<file path="src/rtl/lru_arb_pkg.sv">
package lru_arb_pkg;
  function automatic int unsigned tenure_cnt_width(input int unsigned limit);
    return (limit < 2) ? 1 : $clog2(limit);
  endfunction
endpackage

</file>
<file path="src/rtl/lru_order_list.sv">
module lru_order_list #(
  parameter int unsigned NUM_DEV = 4,
  localparam int unsigned ID_W = (NUM_DEV < 2) ? 1 : $clog2(NUM_DEV)
) (
  input  logic                            clk,
  input  logic                            rst_n,
  input  logic                            move_en,
  input  logic [ID_W-1:0]                 served_id,
  output logic [NUM_DEV-1:0][ID_W-1:0]    rank_next,
  output logic [NUM_DEV-1:0][ID_W-1:0]    rank_q
);
  logic [NUM_DEV-1:0] hit;
  logic [NUM_DEV-1:0] at_or_after;
  logic [NUM_DEV-1:0][ID_W-1:0] moved;

  genvar i;
  generate
    for (i = 0; i < NUM_DEV; i++) begin : g_slot
      assign hit[i] = (rank_q[i] == served_id);
      if (i == 0) begin : g_first
        assign at_or_after[i] = hit[i];
      end else begin : g_rest
        assign at_or_after[i] = at_or_after[i-1] | hit[i];
      end
      if (i == NUM_DEV - 1) begin : g_newest
        assign moved[i] = served_id;
      end else begin : g_shift
        assign moved[i] = at_or_after[i] ? rank_q[i+1] : rank_q[i];
      end
    end
  endgenerate

  assign rank_next = move_en ? moved : rank_q;

  always_ff @(posedge clk) begin
    if (!rst_n) begin
      for (int k = 0; k < NUM_DEV; k++) rank_q[k] <= ID_W'(k);
    end else begin
      rank_q <= rank_next;
    end
  end
endmodule

</file>
<file path="src/rtl/lru_grant_pick.sv">
module lru_grant_pick #(
  parameter int unsigned NUM_DEV = 4,
  localparam int unsigned ID_W = (NUM_DEV < 2) ? 1 : $clog2(NUM_DEV)
) (
  input  logic [NUM_DEV-1:0][ID_W-1:0] rank,
  input  logic [NUM_DEV-1:0]           req,
  output logic                         found,
  output logic [ID_W-1:0]              pick_id
);
  always_comb begin
    found   = 1'b0;
    pick_id = '0;
    for (int i = NUM_DEV - 1; i >= 0; i--) begin
      if (req[rank[i]]) begin
        found   = 1'b1;
        pick_id = rank[i];
      end
    end
  end
endmodule

</file>
<file path="src/rtl/lru_tenure_timer.sv">
module lru_tenure_timer #(
  parameter int unsigned TENURE_CYCLES = 4,
  localparam int unsigned CNT_W = lru_arb_pkg::tenure_cnt_width(TENURE_CYCLES)
) (
  input  logic clk,
  input  logic rst_n,
  input  logic restart,
  input  logic tick,
  output logic last
);
  logic [CNT_W-1:0] cnt_q;

  assign last = (cnt_q == CNT_W'(TENURE_CYCLES - 1));

  always_ff @(posedge clk) begin
    if (!rst_n || restart) cnt_q <= '0;
    else if (tick && !last) cnt_q <= cnt_q + 1'b1;
  end
endmodule

</file>
<file path="src/rtl/lru_bus_arbiter.sv">
module lru_bus_arbiter #(
  parameter int unsigned NUM_DEV = 4,
  parameter int unsigned TENURE_CYCLES = 4,
  localparam int unsigned ID_W = (NUM_DEV < 2) ? 1 : $clog2(NUM_DEV)
) (
  input  logic               clk,
  input  logic               rst_n,
  input  logic [NUM_DEV-1:0] req_i,
  input  logic               bus_cycle_i,
  output logic [NUM_DEV-1:0] grant_o
);
  logic [NUM_DEV-1:0]           grant_q;
  logic [ID_W-1:0]              owner_q;
  logic                         busy;
  logic                         owner_left;
  logic                         last_cycle;
  logic                         tenure_end;
  logic                         choose;
  logic                         found;
  logic [ID_W-1:0]              pick_id;
  logic [NUM_DEV-1:0][ID_W-1:0] rank_next;
  logic [NUM_DEV-1:0][ID_W-1:0] rank_q;

  assign busy       = |grant_q;
  assign owner_left = !req_i[owner_q];
  assign tenure_end = busy && (owner_left || (bus_cycle_i && last_cycle));
  assign choose     = !busy || tenure_end;

  lru_order_list #(.NUM_DEV(NUM_DEV)) u_rank (
    .clk       (clk),
    .rst_n     (rst_n),
    .move_en   (tenure_end),
    .served_id (owner_q),
    .rank_next (rank_next),
    .rank_q    (rank_q)
  );

  lru_grant_pick #(.NUM_DEV(NUM_DEV)) u_pick (
    .rank    (rank_next),
    .req     (req_i),
    .found   (found),
    .pick_id (pick_id)
  );

  lru_tenure_timer #(.TENURE_CYCLES(TENURE_CYCLES)) u_timer (
    .clk     (clk),
    .rst_n   (rst_n),
    .restart (choose),
    .tick    (bus_cycle_i && busy),
    .last    (last_cycle)
  );

  always_ff @(posedge clk) begin
    if (!rst_n) begin
      grant_q <= '0;
      owner_q <= '0;
    end else if (choose) begin
      grant_q <= found ? (NUM_DEV'(1) << pick_id) : '0;
      owner_q <= pick_id;
    end
  end

  assign grant_o = grant_q;
endmodule

</file>
<file path="config.mk">
export PLATFORM = sky130hd
export DESIGN_NAME = lru_bus_arbiter
export DESIGN_NICKNAME = d
export VERILOG_FILES = /design/src/rtl/lru_arb_pkg.sv /design/src/rtl/lru_order_list.sv /design/src/rtl/lru_grant_pick.sv /design/src/rtl/lru_tenure_timer.sv /design/src/rtl/lru_bus_arbiter.sv
export SDC_FILE = /design/constraint.sdc
export NUM_CORES = 1
export LEC_CHECK = 0
export BUFFER_PORTS_ARGS = -buffer_cell sky130_fd_sc_hd__clkbuf_2
export CORE_MARGIN = 2
export CORE_UTILIZATION = 49
export DETAILED_ROUTE_END_ITERATION = 6
export PLACE_DENSITY = 0.65
export SLEW_MARGIN = 20
export SYNTH_ARGS = -nofsm -noshare
export SYNTH_HDL_FRONTEND = slang
export SYNTH_SLANG_ARGS = --single-unit
</file>
<file path="constraint.sdc">
create_clock -name clk -period 2.8 [get_ports clk]
set_clock_uncertainty 0.15 [all_clocks]
set_input_delay 0.56 -clock clk [delete_from_list [all_inputs] [get_ports clk]]
set_output_delay 0.56 -clock clk [all_outputs]
set_load 0.03 [all_outputs]
</file>
; Word-level counts from Yosys, hierarchy flattened
; Index checks and enable logic that the tools add are counted.
[op_classes]
n_addsub = 1
order_cmp = 5
n_eq_ne = 4
shift = 1
mux = 23
bitwise = 2
n_reduce_logical = 12
[op_table]
columns = cell, n
row1 = 2-bit by 3-bit less-than comparator with 1-bit output (second input constant), 5
row2 = 2-bit 2-to-1 mux, 7
row3 = 1-bit binary-select mux with 2-bit select, 5
row4 = 1-bit 2-to-1 mux, 9
row5 = 8-bit 2-to-1 mux, 1
row6 = 2-bit equality test, 3
row7 = 1-bit logical AND, 4
row8 = 1-bit logical NOT, 4
row9 = 4-bit 2-to-1 mux, 1
row10 = 4-bit OR reduction, 1
row11 = 1-bit by 2-bit << shifter with 4-bit output (first input constant), 1
row12 = 1-bit logical OR, 3
row13 = 2-bit by 1-bit adder with 2-bit output (second input constant), 1
row14 = 2-bit equality test (second input constant), 1
row15 = 1-bit OR, 2
[word_totals]
regBits = 16
input_bits = 7
output_inout_bits = 4
word_cells = 55

; Depth between registers and ports, before layout
[depth]
word_depth = 14
depth_mapped = 10
mapped_depth_nobuf = 10

; Modules after synthesis
; Synthesis repeated with hierarchy kept, for this count alone.
[hier_totals]
cells_unflattened = 126
hier_area_um2 = 1154.9
[by_module_without_submodules]
columns = module, instances, cells_per_inst, area_per_inst_um2, seq_area_each_um2
row1 = lru_order_list, 1, 45, 435.4, 160.2
row2 = lru_bus_arbiter, 1, 33, 332.8, 120.1
row3 = lru_grant_pick, 1, 39, 287.8, 0.0
row4 = lru_tenure_timer, 1, 9, 98.8, 40.0

; Least setup slack after synthesis
; OpenSTA, ideal clock, no wires.
[synth_timing]
kind = in2reg
from = input port req_i[1]
to = register grant_q[3], in the netlist grant_o[3]
setup_time_ns = 0.070
arrival_ns = 2.713
required_time_ns = 2.580
setup_slack_ns = -0.133
cell_stages = 10
path_buffers = 1
path_cell_list = buf_12 > mux2i_2 > a2bb2oi_4 > nand3_4 > and3b_1 > a211o_1 > a221o_1 > a31o_1 > or3_1 > a21boi_1
[synth_via]
elab_chain_len = 14
elab_cells_between_ends = 25
classes_between = 1 x shift / 20 x mux / 4 x reduce/logical
[synth_lines]
columns = element, line
row1 = start: declaration, lru_bus_arbiter.sv:8  ; input logic [NUM_DEV-1:0] req_i,
row2 = 1-bit binary-select mux with 2-bit select, lru_bus_arbiter.sv:25  ; assign owner_left = !req_i[owner_q];
row3 = 1-bit 2-to-1 mux (not written as such), lru_bus_arbiter.sv:25
row4 = 1-bit logical NOT, lru_bus_arbiter.sv:25
row5 = 1-bit logical OR, lru_bus_arbiter.sv:26  ; assign tenure_end = busy && (owner_left || (bus_cycle_i && last_cycle));
row6 = 1-bit logical AND, lru_bus_arbiter.sv:26
row7 = 8-bit 2-to-1 mux, lru_order_list.sv:33  ; assign rank_next = move_en ? moved : rank_q;
row8 = 1-bit binary-select mux with 2-bit select, lru_grant_pick.sv:14  ; if (req[rank[i]]) begin
row9 = 1-bit 2-to-1 mux (not written as such), lru_grant_pick.sv:14
row10 = 2-bit 2-to-1 mux (4 in series), lru_grant_pick.sv:14
row11 = 1-bit by 2-bit << shifter with 4-bit output, lru_bus_arbiter.sv:58  ; grant_q <= found ? (NUM_DEV'(1) << pick_id) : '0;
row12 = 4-bit 2-to-1 mux, lru_bus_arbiter.sv:58
row13 = end signal: assignment, lru_bus_arbiter.sv:58
row14 = end: declaration, lru_bus_arbiter.sv:12  ; logic [NUM_DEV-1:0] grant_q;
; Parallel ways exist; a longest one is shown, timed or not. The select of a mux whose other input is x is not followed.
; A chain may end at the register's enable or synchronous reset.

; Final worst setup path
[layout_timing]
from = register owner_q[0]
to = register grant_q[3], in the netlist grant_o[3]
[layout_via]
elab_chain_len = 14
elab_cells_between_ends = 33
classes_between = 3 x eq/ne / 1 x shift / 23 x mux / 2 x bitwise / 4 x reduce/logical
[layout_lines]
columns = element, line
row1 = start: declaration, lru_bus_arbiter.sv:13  ; logic [ID_W-1:0] owner_q;
row2 = start signal: assignment, lru_bus_arbiter.sv:59  ; owner_q <= pick_id;
row3 = 1-bit binary-select mux with 2-bit select, lru_bus_arbiter.sv:25
row4 = 1-bit 2-to-1 mux (not written as such), lru_bus_arbiter.sv:25
row5 = 1-bit logical NOT, lru_bus_arbiter.sv:25
row6 = 1-bit logical OR, lru_bus_arbiter.sv:26
row7 = 1-bit logical AND, lru_bus_arbiter.sv:26
row8 = 8-bit 2-to-1 mux, lru_order_list.sv:33
row9 = 1-bit binary-select mux with 2-bit select, lru_grant_pick.sv:14
row10 = 1-bit 2-to-1 mux (not written as such), lru_grant_pick.sv:14
row11 = 2-bit 2-to-1 mux (4 in series), lru_grant_pick.sv:14
row12 = 1-bit by 2-bit << shifter with 4-bit output, lru_bus_arbiter.sv:58
row13 = 4-bit 2-to-1 mux, lru_bus_arbiter.sv:58
; Parallel ways exist; a longest one is shown, timed or not. The select of a mux whose other input is x is not followed.

==> impl_metrics.yaml <==
timing:
  relSlewSlack_pct: 62.0
  hold_ws_ps: 380
  rsz0062_at_grt: "true"
  slew_violations: 0
  setup_tns_ps: -404
  finalCritPeriodShare_pct: 105
  max_slew.worst_pin.slew_ps: 568
  hold_viol: 0
  setup_slack_ps: -148
  fin_crit_ps: 2950
  setup_viol: 5
  fmax_ghz: 0.339
worst_setup_path:
  path_buf_inv: 2
  reg2reg_depth: 11
  path_cells: "buf_6, mux2i_4, a2bb2oi_4, buf_6, nand3_4, and3b_1, a211o_1, a221o_1, a31o_1, or3_1, a21boi_1"
  crit_slowest_cell: "dfxtp_4"
  critPathKind: "reg2reg"
  worst_path_most_repeated_cell: "buf_6"
  crit_required_ps: 2870
  critPathLaunchType: "register"
  critical_path_cell_count: 11
  endpoint_kind: "register"
  worstPathMaxFanout: 7
  critical-path-top-delay-family: "compound AO/OA/AOI/OAI gates"
  arrival_ps: 3020
  critPathMaxStageDelay_ps: 390
pwr:
  irDropWorstVdd_mv: 0.653
  power_density_nw_per_um2: 1440
  p_leak_nw: 0.922
outcome:
  violations: "negative setup slack"
  status: "complete, but fails checks"
place:
  dp_hpwl_um: 3250
  gp_congestion: 0.965
  dp_slack_ps: -298
  placement.io_buffers: 10
synthesis:
  yosysSeqAreaShare_pct: 20.2
  avgSynthCellArea_um2: 9.28
  synth-edff-count: 0
  synth_area_leaders: "dfxtp_1 (20%), mux2i_1 (7.6%), nand2_1 (4.0%)"
  synth-main-ff-cell: "dfxtp_1"
  syn_area_um2: 1590
  synth_nets: 179
  ys_warn_count: 0
  ys_ff_latch: 16
  synth_top_cell_area_share_pct: 20.2
  synthArstFlopShare_pct: 0
  synthCells: 171
  yosysUniqueCellTypes: 68
  yosys.area.top_type: "dfxtp_1"
finish:
  antenna_cells: 0
  final_core_util_pct: 70.6
  drive_above_1_share_pct: 48.7
  regArea_um2: 328
  synthToLayoutAreaGrowth_pct: 37.0
  multi_input_area_um2: 1270
  nFillCells: 235
  nets: 237
cts:
  cts_tree: "built"
  cts_inserted_buffers: 3
  clk_pin_slew_worst_paths_ps: 100
  clock-sinks: 16
  clk_latency_ps: 290
  htree_levels: 1
  cts_hold_buf: 0
  clockBufferDepth: 2
  cts_root_buf: "clkbuf_4"
floorplan:
  io_pins: 11
  std_cell_rows: 20
  dieWidth_um: 60.9
  core_um2: 3080
  chipHeight_um: 60.9
  initial_utilization_pct: 51.5
  dieArea_um2: 3710
global_routing:
  grt_usage_pct: 26.1
  grt_pass1_wl_um: 7110
  grt_overflow: 0
  grt_pass1_vias: 1544
  grt_max_degree: 17
  antenna_found_initial: 0
min_path:
  worstHoldPathType: "reg2reg"
  min_path_cells: 2
routing:
  drtIter0Drc: 54
  routed-via-count: 1568
  drt-vias-per-instance: 5.76
  routed_wl_um: 4460
  post_drt_wl_per_cell_um: 16.4
  drt-pass1-iter-count: 5
  drcViolationCount: 0
  antenna_left: 0
run:
  maxCapViolations: 0
power by group:
| group | leakage, nW | internal (mW) | switching [mW] |
|---|---|---|---|
| Combinational | 0.769 | 1.31 | 1.25 |
| Clock | 0.0210 | 0.0791 | 0.0781 |
| Sequential | 0.132 | 0.313 | 0.0963 |
worst paths after layout:
kind	startpoint	endpoint	slack (ps)
hold reg to reg	u_timer.cnt_q[1]$_SDFFE_PP0P_	u_timer.cnt_q[1]$_SDFFE_PP0P_	380
setup / recovery	owner_q[0]$_SDFFE_PN0P_	grant_o[3]$_SDFFE_PN0P_	-150
setup reg to reg	owner_q[0]$_SDFFE_PN0P_	grant_o[3]$_SDFFE_PN0P_	-150
hold / removal	u_timer.cnt_q[1]$_SDFFE_PP0P_	u_timer.cnt_q[1]$_SDFFE_PP0P_	380
cells by family (layout without fill, tap and decap cells):
group           count (synthesis)  after routing  share of synthesized area, %
fa+ha+maj                       1              1                         0.789
xor+xnor                        7              7                          4.34
flops                          16             16                          20.2
mux                            20             20                          14.8
buf+inv                        14             71                          7.97
compound gates                 47             47                          28.5
simple gates                   66             66                          23.3
registers in the layout, summed over array words and instances, names as in the netlist:
name           count
grant_o            4
u_rank.rank_q      8
owner_q            2
u_timer.cnt_q      2
stage by stage:
stage / std cells / area (µm²) / total power, mW
floorplan: 171 / 1600 / 1.85
global placement: 262 / 1940 / 2.59
detailed placement: 262 / 1940 / 2.63
CTS: 270 / 2120 / 3.01
global route: 272 / 2170 / 3.34
finish: 272 / 2170 / 3.13
layout make-up:
| type | instances | area share (%) |
|---|---|---|
| Multi-Input combinational cell | 141 | 58.5 |
| Timing Repair Buffer | 63 | 21.5 |
| Sequential cell | 16 | 15.1 |
| Tap cell | 44 | 2.53 |
| Clock buffer | 4 | 1.67 |
| Inverter | 4 | 0.691 |
worst reg2reg max path, delay by kind of cell (launching register included):
family	cells	cell delay, ps
AO/OA/AOI/OAI	5	1140
flip-flops	1	390
buffers and inverters	2	260
AND/OR/NAND/NOR	3	630
multiplexers	1	340
cell usage after synthesis, drive strengths merged (4+ instances only):
cell type / count
clkbuf: 4
nor2b: 6
mux2i: 14
and2: 5
mux2: 6
nand2b: 5
nor2: 14
a211oi: 5
buf: 6
a211o: 6
nand2: 17
dfxtp: 16
xor2: 6
inv: 4
o21ai: 6
routing by layer:
layer / vias to the layer above / track usage (%) / wire length, µm
li1: 751 / - / -
met1: 749 / 33.0 / 1890
met2: 60 / 46.1 / 2180
met3: 8 / 3.41 / 323
met4: 0 / 7.76 / 65
met5: - / 0 / 0
cells in the final DEF (no fill, tap or decap), types with 3 or more instances in the layout:
cell and instances:
mux2i_1 10, o21ai_1 3, nand2b_1 5, clkbuf_4 3, buf_6 5, inv_1 4, nor2_1 13, nand2_1 17
clkbuf_2 10, a311oi_1 3, buf_4 48, xor2_2 3, mux2i_4 3, a211oi_2 4, and2_1 5, dfxtp_1 14
a211o_1 4, o21ai_0 3, nor2b_1 6, mux2_4 3
what timing repair did:
item,in CTS,in global routing
endpoints found under the setup margin,6,6
pin swaps,5,4
resized for setup,22,6
setup buffers,4,2
No activity file was read; power rests on OpenSTA's default activity.
